$ cat config.mk
export PLATFORM = sky130hd
export DESIGN_NAME = frac_mac
export DESIGN_NICKNAME = d
export VERILOG_FILES = /design/src/rtl/frac_mac_pkg.sv /design/src/rtl/frac_mac_mult.sv /design/src/rtl/frac_mac_acc.sv /design/src/rtl/frac_mac_limit.sv /design/src/rtl/frac_mac.sv
export SDC_FILE = /design/constraint.sdc
export NUM_CORES = 2
export LEC_CHECK = 0
export BUFFER_PORTS_ARGS = -buffer_cell sky130_fd_sc_hd__buf_2
export CORE_UTILIZATION = 30
export DETAILED_ROUTE_END_ITERATION = 10
export SYNTH_ARGS = -nofsm -noshare
export SYNTH_HDL_FRONTEND = slang
export SYNTH_SLANG_ARGS = --single-unit
$ cat constraint.sdc
create_clock -name clk_i -period 13.6 [get_ports clk_i]
set_input_delay 1.36 -clock clk_i [delete_from_list [all_inputs] [get_ports clk_i]]
set_output_delay 1.36 -clock clk_i [all_outputs]
set_load 0.005 [all_outputs]
$ cat src/rtl/frac_mac_pkg.sv
package frac_mac_pkg;
  typedef enum logic [1:0] {
    OP_LOAD  = 2'b00,
    OP_ADD   = 2'b01,
    OP_SUB   = 2'b10,
    OP_LOAD2 = 2'b11
  } mac_op_e;
endpackage

$ cat src/rtl/frac_mac_mult.sv
module frac_mac_mult
  import frac_mac_pkg::*;
#(
  parameter int OP_W  = 24,
  parameter int EXT_W = 8,
  parameter int SEL_W = 1,
  localparam int ACC_W = EXT_W + 2 * OP_W,
  localparam int PRD_W = 2 * OP_W + 2
) (
  input  logic             clk_i,
  input  logic             rst_ni,
  input  logic             issue_i,
  input  mac_op_e          op_i,
  input  logic [SEL_W-1:0] dst_i,
  input  logic             rnd_i,
  input  logic             sgn_a_i,
  input  logic             sgn_b_i,
  input  logic [OP_W-1:0]  opa_i,
  input  logic [OP_W-1:0]  opb_i,
  output logic             vld_o,
  output mac_op_e          op_o,
  output logic [SEL_W-1:0] dst_o,
  output logic             rnd_o,
  output logic [ACC_W-1:0] prod_o
);
  logic signed [OP_W:0]    ax, bx;
  logic signed [PRD_W-1:0] p;
  logic [ACC_W-1:0]        p_term;

  always_comb begin
    ax = {sgn_a_i & opa_i[OP_W-1], opa_i};
    bx = {sgn_b_i & opb_i[OP_W-1], opb_i};
    p  = ax * bx;
    // fractional alignment: one left shift
    p_term = {{(ACC_W-PRD_W){p[PRD_W-1]}}, p} << 1;
  end

  always_ff @(posedge clk_i or negedge rst_ni) begin
    if (!rst_ni) begin
      vld_o  <= 1'b0;
      op_o   <= OP_LOAD;
      dst_o  <= '0;
      rnd_o  <= 1'b0;
      prod_o <= '0;
    end else begin
      vld_o <= issue_i;
      if (issue_i) begin
        op_o   <= op_i;
        dst_o  <= dst_i;
        rnd_o  <= rnd_i;
        prod_o <= p_term;
      end
    end
  end
endmodule

$ cat src/rtl/frac_mac_acc.sv
module frac_mac_acc
  import frac_mac_pkg::*;
#(
  parameter int OP_W  = 24,
  parameter int EXT_W = 8,
  parameter int N_ACC = 2,
  parameter int SEL_W = 1,
  localparam int ACC_W = EXT_W + 2 * OP_W
) (
  input  logic             clk_i,
  input  logic             rst_ni,
  input  logic             vld_i,
  input  mac_op_e          op_i,
  input  logic [SEL_W-1:0] dst_i,
  input  logic             rnd_i,
  input  logic [ACC_W-1:0] prod_i,
  output logic [ACC_W-1:0] acc_o [N_ACC],
  output logic             done_o
);
  localparam logic [ACC_W-1:0] HALF = {{(ACC_W-OP_W){1'b0}}, 1'b1, {(OP_W-1){1'b0}}};

  logic [ACC_W-1:0] acc_q [N_ACC];
  logic [ACC_W-1:0] cur, sum, rsum, res;
  logic             tie;

  assign cur = acc_q[dst_i];

  always_comb begin
    unique case (op_i)
      OP_ADD:  sum = cur + prod_i;
      OP_SUB:  sum = cur - prod_i;
      default: sum = prod_i;
    endcase
    tie  = (sum[OP_W-1:0] == HALF[OP_W-1:0]);
    rsum = sum + HALF;
    if (tie) rsum[OP_W] = 1'b0;  // round half to even
    rsum[OP_W-1:0] = '0;
    res = rnd_i ? rsum : sum;
  end

  for (genvar i = 0; i < N_ACC; i++) begin : g_acc
    always_ff @(posedge clk_i or negedge rst_ni) begin
      if (!rst_ni) acc_q[i] <= '0;
      else if (vld_i && dst_i == SEL_W'(i)) acc_q[i] <= res;
    end
    assign acc_o[i] = acc_q[i];

    AST_ACC_HOLD: assert property (@(posedge clk_i) disable iff (!rst_ni)
      (!vld_i || dst_i != SEL_W'(i)) |=> $stable(acc_q[i]));
    AST_LOAD_TERM: assert property (@(posedge clk_i) disable iff (!rst_ni)
      (vld_i && dst_i == SEL_W'(i) && !rnd_i && (op_i == OP_LOAD || op_i == OP_LOAD2))
      |=> acc_q[i] == $past(prod_i));
    AST_RND_LSP_ZERO: assert property (@(posedge clk_i) disable iff (!rst_ni)
      (vld_i && dst_i == SEL_W'(i) && rnd_i) |=> acc_q[i][OP_W-1:0] == '0);
  end

  always_ff @(posedge clk_i or negedge rst_ni) begin
    if (!rst_ni) done_o <= 1'b0;
    else         done_o <= vld_i;
  end

  AST_DONE_LAT: assert property (@(posedge clk_i) disable iff (!rst_ni)
    vld_i |=> done_o);
  AST_DONE_IDLE: assert property (@(posedge clk_i) disable iff (!rst_ni)
    !vld_i |=> !done_o);
endmodule

$ cat src/rtl/frac_mac_limit.sv
module frac_mac_limit #(
  parameter int OP_W  = 24,
  parameter int EXT_W = 8,
  localparam int ACC_W = EXT_W + 2 * OP_W,
  localparam int TOP_W = EXT_W + 1
) (
  input  logic [ACC_W-1:0] acc_i,
  output logic [OP_W-1:0]  data_o,
  output logic             limit_o
);
  logic [TOP_W-1:0] top;

  always_comb begin
    top     = acc_i[ACC_W-1 -: TOP_W];
    limit_o = !((&top) || !(|top));
    if (!limit_o)           data_o = acc_i[2*OP_W-1 -: OP_W];
    else if (acc_i[ACC_W-1]) data_o = {1'b1, {(OP_W-1){1'b0}}};
    else                    data_o = {1'b0, {(OP_W-1){1'b1}}};
  end
endmodule

$ cat src/rtl/frac_mac.sv
module frac_mac
  import frac_mac_pkg::*;
#(
  parameter int OP_W  = 24,
  parameter int EXT_W = 8,
  localparam int ACC_W = EXT_W + 2 * OP_W,
  localparam int N_ACC = 2,
  localparam int SEL_W = 1
) (
  input  logic             clk_i,
  input  logic             rst_ni,
  input  logic             issue_i,
  input  logic [1:0]       op_i,
  input  logic             dst_i,
  input  logic             rnd_i,
  input  logic             sgn_a_i,
  input  logic             sgn_b_i,
  input  logic [OP_W-1:0]  opa_i,
  input  logic [OP_W-1:0]  opb_i,
  input  logic             rd_sel_i,
  output logic [OP_W-1:0]  rd_data_o,
  output logic             rd_limit_o,
  output logic             done_o,
  output logic [ACC_W-1:0] acc_a_o,
  output logic [ACC_W-1:0] acc_b_o
);
  logic             s1_vld, s1_rnd;
  mac_op_e          s1_op;
  logic [SEL_W-1:0] s1_dst;
  logic [ACC_W-1:0] s1_prod;
  logic [ACC_W-1:0] acc [N_ACC];
  logic [ACC_W-1:0] rd_acc;

  frac_mac_mult #(.OP_W(OP_W), .EXT_W(EXT_W), .SEL_W(SEL_W)) u_mult (
    .clk_i   (clk_i),
    .rst_ni  (rst_ni),
    .issue_i (issue_i),
    .op_i    (mac_op_e'(op_i)),
    .dst_i   (dst_i),
    .rnd_i   (rnd_i),
    .sgn_a_i (sgn_a_i),
    .sgn_b_i (sgn_b_i),
    .opa_i   (opa_i),
    .opb_i   (opb_i),
    .vld_o   (s1_vld),
    .op_o    (s1_op),
    .dst_o   (s1_dst),
    .rnd_o   (s1_rnd),
    .prod_o  (s1_prod)
  );

  frac_mac_acc #(.OP_W(OP_W), .EXT_W(EXT_W), .N_ACC(N_ACC), .SEL_W(SEL_W)) u_acc (
    .clk_i  (clk_i),
    .rst_ni (rst_ni),
    .vld_i  (s1_vld),
    .op_i   (s1_op),
    .dst_i  (s1_dst),
    .rnd_i  (s1_rnd),
    .prod_i (s1_prod),
    .acc_o  (acc),
    .done_o (done_o)
  );

  assign acc_a_o = acc[0];
  assign acc_b_o = acc[1];
  assign rd_acc  = acc[rd_sel_i];

  frac_mac_limit #(.OP_W(OP_W), .EXT_W(EXT_W)) u_limit (
    .acc_i   (rd_acc),
    .data_o  (rd_data_o),
    .limit_o (rd_limit_o)
  );

  AST_SAT_CODE: assert property (@(posedge clk_i) disable iff (!rst_ni)
    rd_limit_o |-> (rd_data_o == {1'b0, {(OP_W-1){1'b1}}} ||
                    rd_data_o == {1'b1, {(OP_W-1){1'b0}}}));
  AST_SAT_SIGN: assert property (@(posedge clk_i) disable iff (!rst_ni)
    rd_limit_o |-> rd_data_o[OP_W-1] == rd_acc[ACC_W-1]);
  AST_ISSUE_STAGE: assert property (@(posedge clk_i) disable iff (!rst_ni)
    issue_i |=> s1_vld);
endmodule

# After elaboration in Yosys (flattened, before gate mapping)
# Index checks and enable logic that the tools add are counted.
[op_classes]
muxes = 11
n_addsub = 3
multipliers = 1
n_bitwise = 5
reduce_logical = 7
n_eq_ne = 3
n_lt_le_gt_ge = 2
[ops]
columns = ["cell", "count"]
rows = [
  ["$mux 56", 7],
  ["$pmux 56 s2", 1],
  ["$add 56x24->56 const B", 1],
  ["$add 56x56->56", 1],
  ["$sub 56x56->56", 1],
  ["$mul 25x25->50", 1],
  ["$mux 24", 2],
  ["$eq 24x24->1 const B", 1],
  ["$reduce_and 9->1", 1],
  ["$reduce_or 9->1", 1],
  ["$ge 2x2->1 const B", 2],
  ["$not 1->2", 2],
  ["$and 1x1->1", 2],
  ["$eq 2x1->1 const B", 1],
  ["$eq 2x2->1 const B", 1],
  ["$logic_and 1x1->1", 2],
  ["$logic_not 1->1", 2],
  ["$logic_or 1x1->1", 1],
  ["$mux 1", 1],
  ["$not 1->1", 1],
]
[totals]
wordCells = 40
out_inout_bits = 138
in_bits = 58
register_bits = 168

# Logic depth before layout (Yosys ltp)
[depth]
depth_word = 9
ltp_mapped = 29
mapped_depth_nobuf = 27

# Hierarchy
# A second synthesis with hierarchy kept.
[unflattened]
hier_cells = 4365
area_unflattened_um2 = 38328.0
[modules_own_cells]
columns = ["module", "seq_area_each_um2", "cells_per_inst", "area_each_um2", "instances"]
rows = [
  ["frac_mac_mult", 1376.3, 2683, 25052.8, 1],
  ["frac_mac_acc", 2827.7, 1555, 11999.0, 1],
  ["frac_mac", 0.0, 62, 842.1, 1],
  ["frac_mac_limit", 0.0, 65, 434.2, 1],
]

# Worst setup path after synthesis
# OpenSTA, ideal clock, no wires.
[synth_path]
path_kind = "input to register"
start = "in opa_i[23]"
end = "reg u_mult.prod_o[50] (netlist name)"
n_path_buf = 3
setup_slack_ps = 4943
t_arrival_ps = 8522
path_stages = 29
setup_ps = 135
required_ps = 13465
cell_sequence = "clkbuf_1 > clkbuf_1 > nand2_1 > fa_1 > inv_1 > fa_1 > fa_1 > inv_1 > fa_1 > inv_1 > fa_1 > inv_1 > fa_1 > inv_1 > fa_1 > ha_1 > clkbuf_1 > a21o_1 > a21o_1 > a21oi_1 > and4_1 > a21oi_1 > o21a_1 > a221o_1 > a21o_1 > a2111o_1 > a31oi_1 > xnor2_1 > a21oi_1"
[synth_via]
elab_chain_cells = 2
[synth_lines]
columns = ["element", "line_no", "source"]
rows = [
  ["start, declared", "frac_mac.sv:18", "input logic [OP_W-1:0] opa_i,"],
  ["$and 1x1->1", "frac_mac_mult.sv:31", "ax = {sgn_a_i & opa_i[OP_W-1], opa_i};"],
  ["$mul 25x25->50 (*)", "frac_mac_mult.sv:33", "p = ax * bx;"],
]
# Mark *: on every way between the ends. The rest lies on a longest branch, timed or not.
# A chain may end at the register's enable or synchronous reset.

# Worst setup path in the final report
[layout_path]
start = "in opa_i[23]"
end = "reg u_mult.prod_o[50] (netlist name)"
[layout_via]
elab_chain_cells = 2
[layout_lines]
columns = ["element", "line_no"]
rows = [
  ["$and 1x1->1", "frac_mac_mult.sv:31"],
  ["$mul 25x25->50 (*)", "frac_mac_mult.sv:33"],
]
# Marked as above.

==> flow_summary.toml <==
[setup_path]
cpMostUsedCell = "fa_1"
required_ns = 13.90
crit_path_start_kind = "input pin"
endpoint_kind = "flip-flop"
crit_arrival_ns = 9.53
critical_path.max_stage_delay_ns = 0.98
crit_path_top_delay_cell = "fa_1"
worstSetupPathType = "input pin to flip-flop"
crit_fanout = 40
cpLargestDelayFamily = "adder cells"
crit_chain = "buf_2 > buf_4 > and2_1 > nand2_1 > inv_1 > fa_1 > fa_1 > inv_1 > fa_1 > inv_1 > fa_1 > fa_1 > fa_1 > fa_1 > ha_1 > a211o_1 > or3_1 > o21a_1 > a221o_1 > a21o_1 > a2111o_1 > a31oi_1 > xnor2_1 > a21oi_1"
path_buf_inv = 5

[logic_synthesis]
synth_area_per_cell_um2 = 8.83
syn-cell-area_mm2 = 0.0360
synth_common_cells = "inv_1, fa_1, nand2_1"
synth_top_area_cell = "fa_1"
netlist_instances = 4083
ys.flop_type = "dfrtp_1"
synthArstFlopShare_pct = 100
synth_cell_types = 92
syn-num-nets = 4998
synth_top_cell_area_share_pct = 36.6
synth_edf_count = 0
yosys_warnings = 0
synth_most_common_cell = "inv_1"
synth_seq_area_share_pct = 11.7
ys_top_cells_by_area = "fa_1, dfrtp_1, inv_1"
ys_ff_latch = 168

[clock_tree]
hold_buffers = 0
cts_max_level = 4
numCtsBuffers = 17
clk_latency_ns = 0.46
cts.clk_slew.worst_paths_ns = 0.07
tritoncts = "done"
cts.root.buffer_cell = "clkbuf_16"
post_cts_buffers = 0
numClockSinks = 168
ctsResizeCount = 0
clockBufferDepth = 2

[cells_and_area]
utilization_pct = 32.8
nets = 5016
fill_cells = 12300
seq_area_mm2 = 0.00421
multiInputGateArea_mm2 = 0.0285
stdcell_area_mm2 = 0.0389
drive_above_1_share_pct = 9.24
area_growth_pct = 7.99
stdcell_count = 5715

[timing]
setup_tns_ns = 0
setup_violations = 0
drv_slew = 0
tightest_slew_ns = 0.973
relSlewSlack_pct = 35.1
fmax_mhz = 108
hold_viol_final = 0
fin_crit_ns = 9.23
fin_skew_ns = 0.0147
grt_setup_unrepaired = "no"
period_share_pct = 67.9

[flow_run]
max_cap_viol_count = 0

[placed_design]
dp.cells = 5682
placed_cell_area_mm2 = 0.0383
numPortBuffers = 195
gp_congestion = 0.912
dp_hpwl_um = 85700

[die]
core.rowCount = 126
dieHeight_um = 349
fp.dieArea_mm2 = 0.122
io_pins = 196
die_w_um = 349
core_mm2 = 0.119
initial_core_util_pct = 30.4

[route]
postRouteAntennaNets = 0
drt_first_pass_iters = 8
vias = 28300
routed_wl_um = 105000
drtIter0Drc = 2103
drc_errors = 0
via_per_inst = 4.95
routedWlPerCell_um = 18.4

[global_route]
grt_pass1_wl_um = 167000
grt_pass1_vias = 29000
grt_antenna_before_repair = 7
grt_overflow = 0
grt_max_degree = 92
track_usage_pct = 17.5

[min_path]
holdCritPathClass = "flip-flop to flip-flop"

[run_status]
outcome = "complete, no violations"
==> layout make-up <==
type                       count  area share [%]
clock inverter                12           0.305
multi-input combinational   3033            73.3
timing repair buffer         208            2.77
antenna                        1         0.00643
sequential                   168            10.8
clock buffer                  20            1.15
tap                         1600            5.14
inverter                     673            6.49
==> stage by stage <==
| stage | hold slack [ns] | setup WS [ns] |
|---|---|---|
| detailed placement | 0.485 | 3.92 |
| global placement | 0.481 | 4.02 |
| finish | 0.498 | 4.37 |
| floorplan | 0.375 | 4.94 |
| CTS | 0.501 | 4.40 |
| global route | 0.527 | 3.95 |
==> cells by family (layout without fill, tap and decap cells) <==
| family | after synthesis | in the layout | share of synthesized area, % |
|---|---|---|---|
| simple gates | 1265 | 1265 | 16.8 |
| buf+inv | 882 | 913 | 9.24 |
| fa+ha+maj | 857 | 857 | 43.5 |
| compound gates | 625 | 625 | 11.1 |
| flops | 168 | 168 | 11.7 |
| xor+xnor | 156 | 156 | 3.79 |
| mux | 130 | 130 | 3.94 |
| other cells | 0 | 1 | 0 |
==> layer usage <==
layer	global-route usage, %	share of wire, %	vias up
met2	27.7	44	907
met3	3.23	7.7	94
li1	-	-	13000
met5	0	0.080	-
met4	2.81	1.1	14
met1	25.0	47	14300
==> flip-flops by register name, indices dropped and copies added (netlist names) <==
signal,cells
u_mult.prod_o,50
u_mult.op_o,2
u_acc.acc_o,112
u_mult.rnd_o,1
u_mult.vld_o,1
u_acc.done_o,1
u_mult.dst_o,1
==> cells in the final DEF (no fill, tap or decap), types with 137 or more instances in the layout <==
cell | synthesis | final
fa_1 | 659 | 659
a21oi_1 | 152 | 152
buf_2 | 7 | 194
nand2_1 | 622 | 621
o21ai_0 | 212 | 211
and2_1 | 238 | 238
dfrtp_1 | 168 | 167
ha_1 | 198 | 197
inv_1 | 673 | 673
nor2_1 | 137 | 137
==> tightest hold or removal path: stages, from the launching register on <==
cell and delay [ns]:
dfrtp_1 0.36, nand2_1 0.05, o31ai_1 0.06
==> final timing paths <==
check                                     to  cells past startpoint        startpoint  slack [ns]
max reg2reg                 u_acc.acc_o[111]                     22  u_mult.prod_o[3]        6.37
min                           u_acc.acc_o[3]                      2    u_acc.acc_o[3]        0.50
min in group asynchronous     u_acc.acc_o[6]                      1            rst_ni        0.80
max                        u_mult.prod_o[50]                     24         opa_i[23]        4.37
max in group asynchronous       u_mult.dst_o                      2            rst_ni       11.59
min reg2reg                   u_acc.acc_o[3]                      2    u_acc.acc_o[3]        0.50
Power is not shown: default switching activity piles up to over one toggle a cycle in this logic, so the estimate is an artifact.
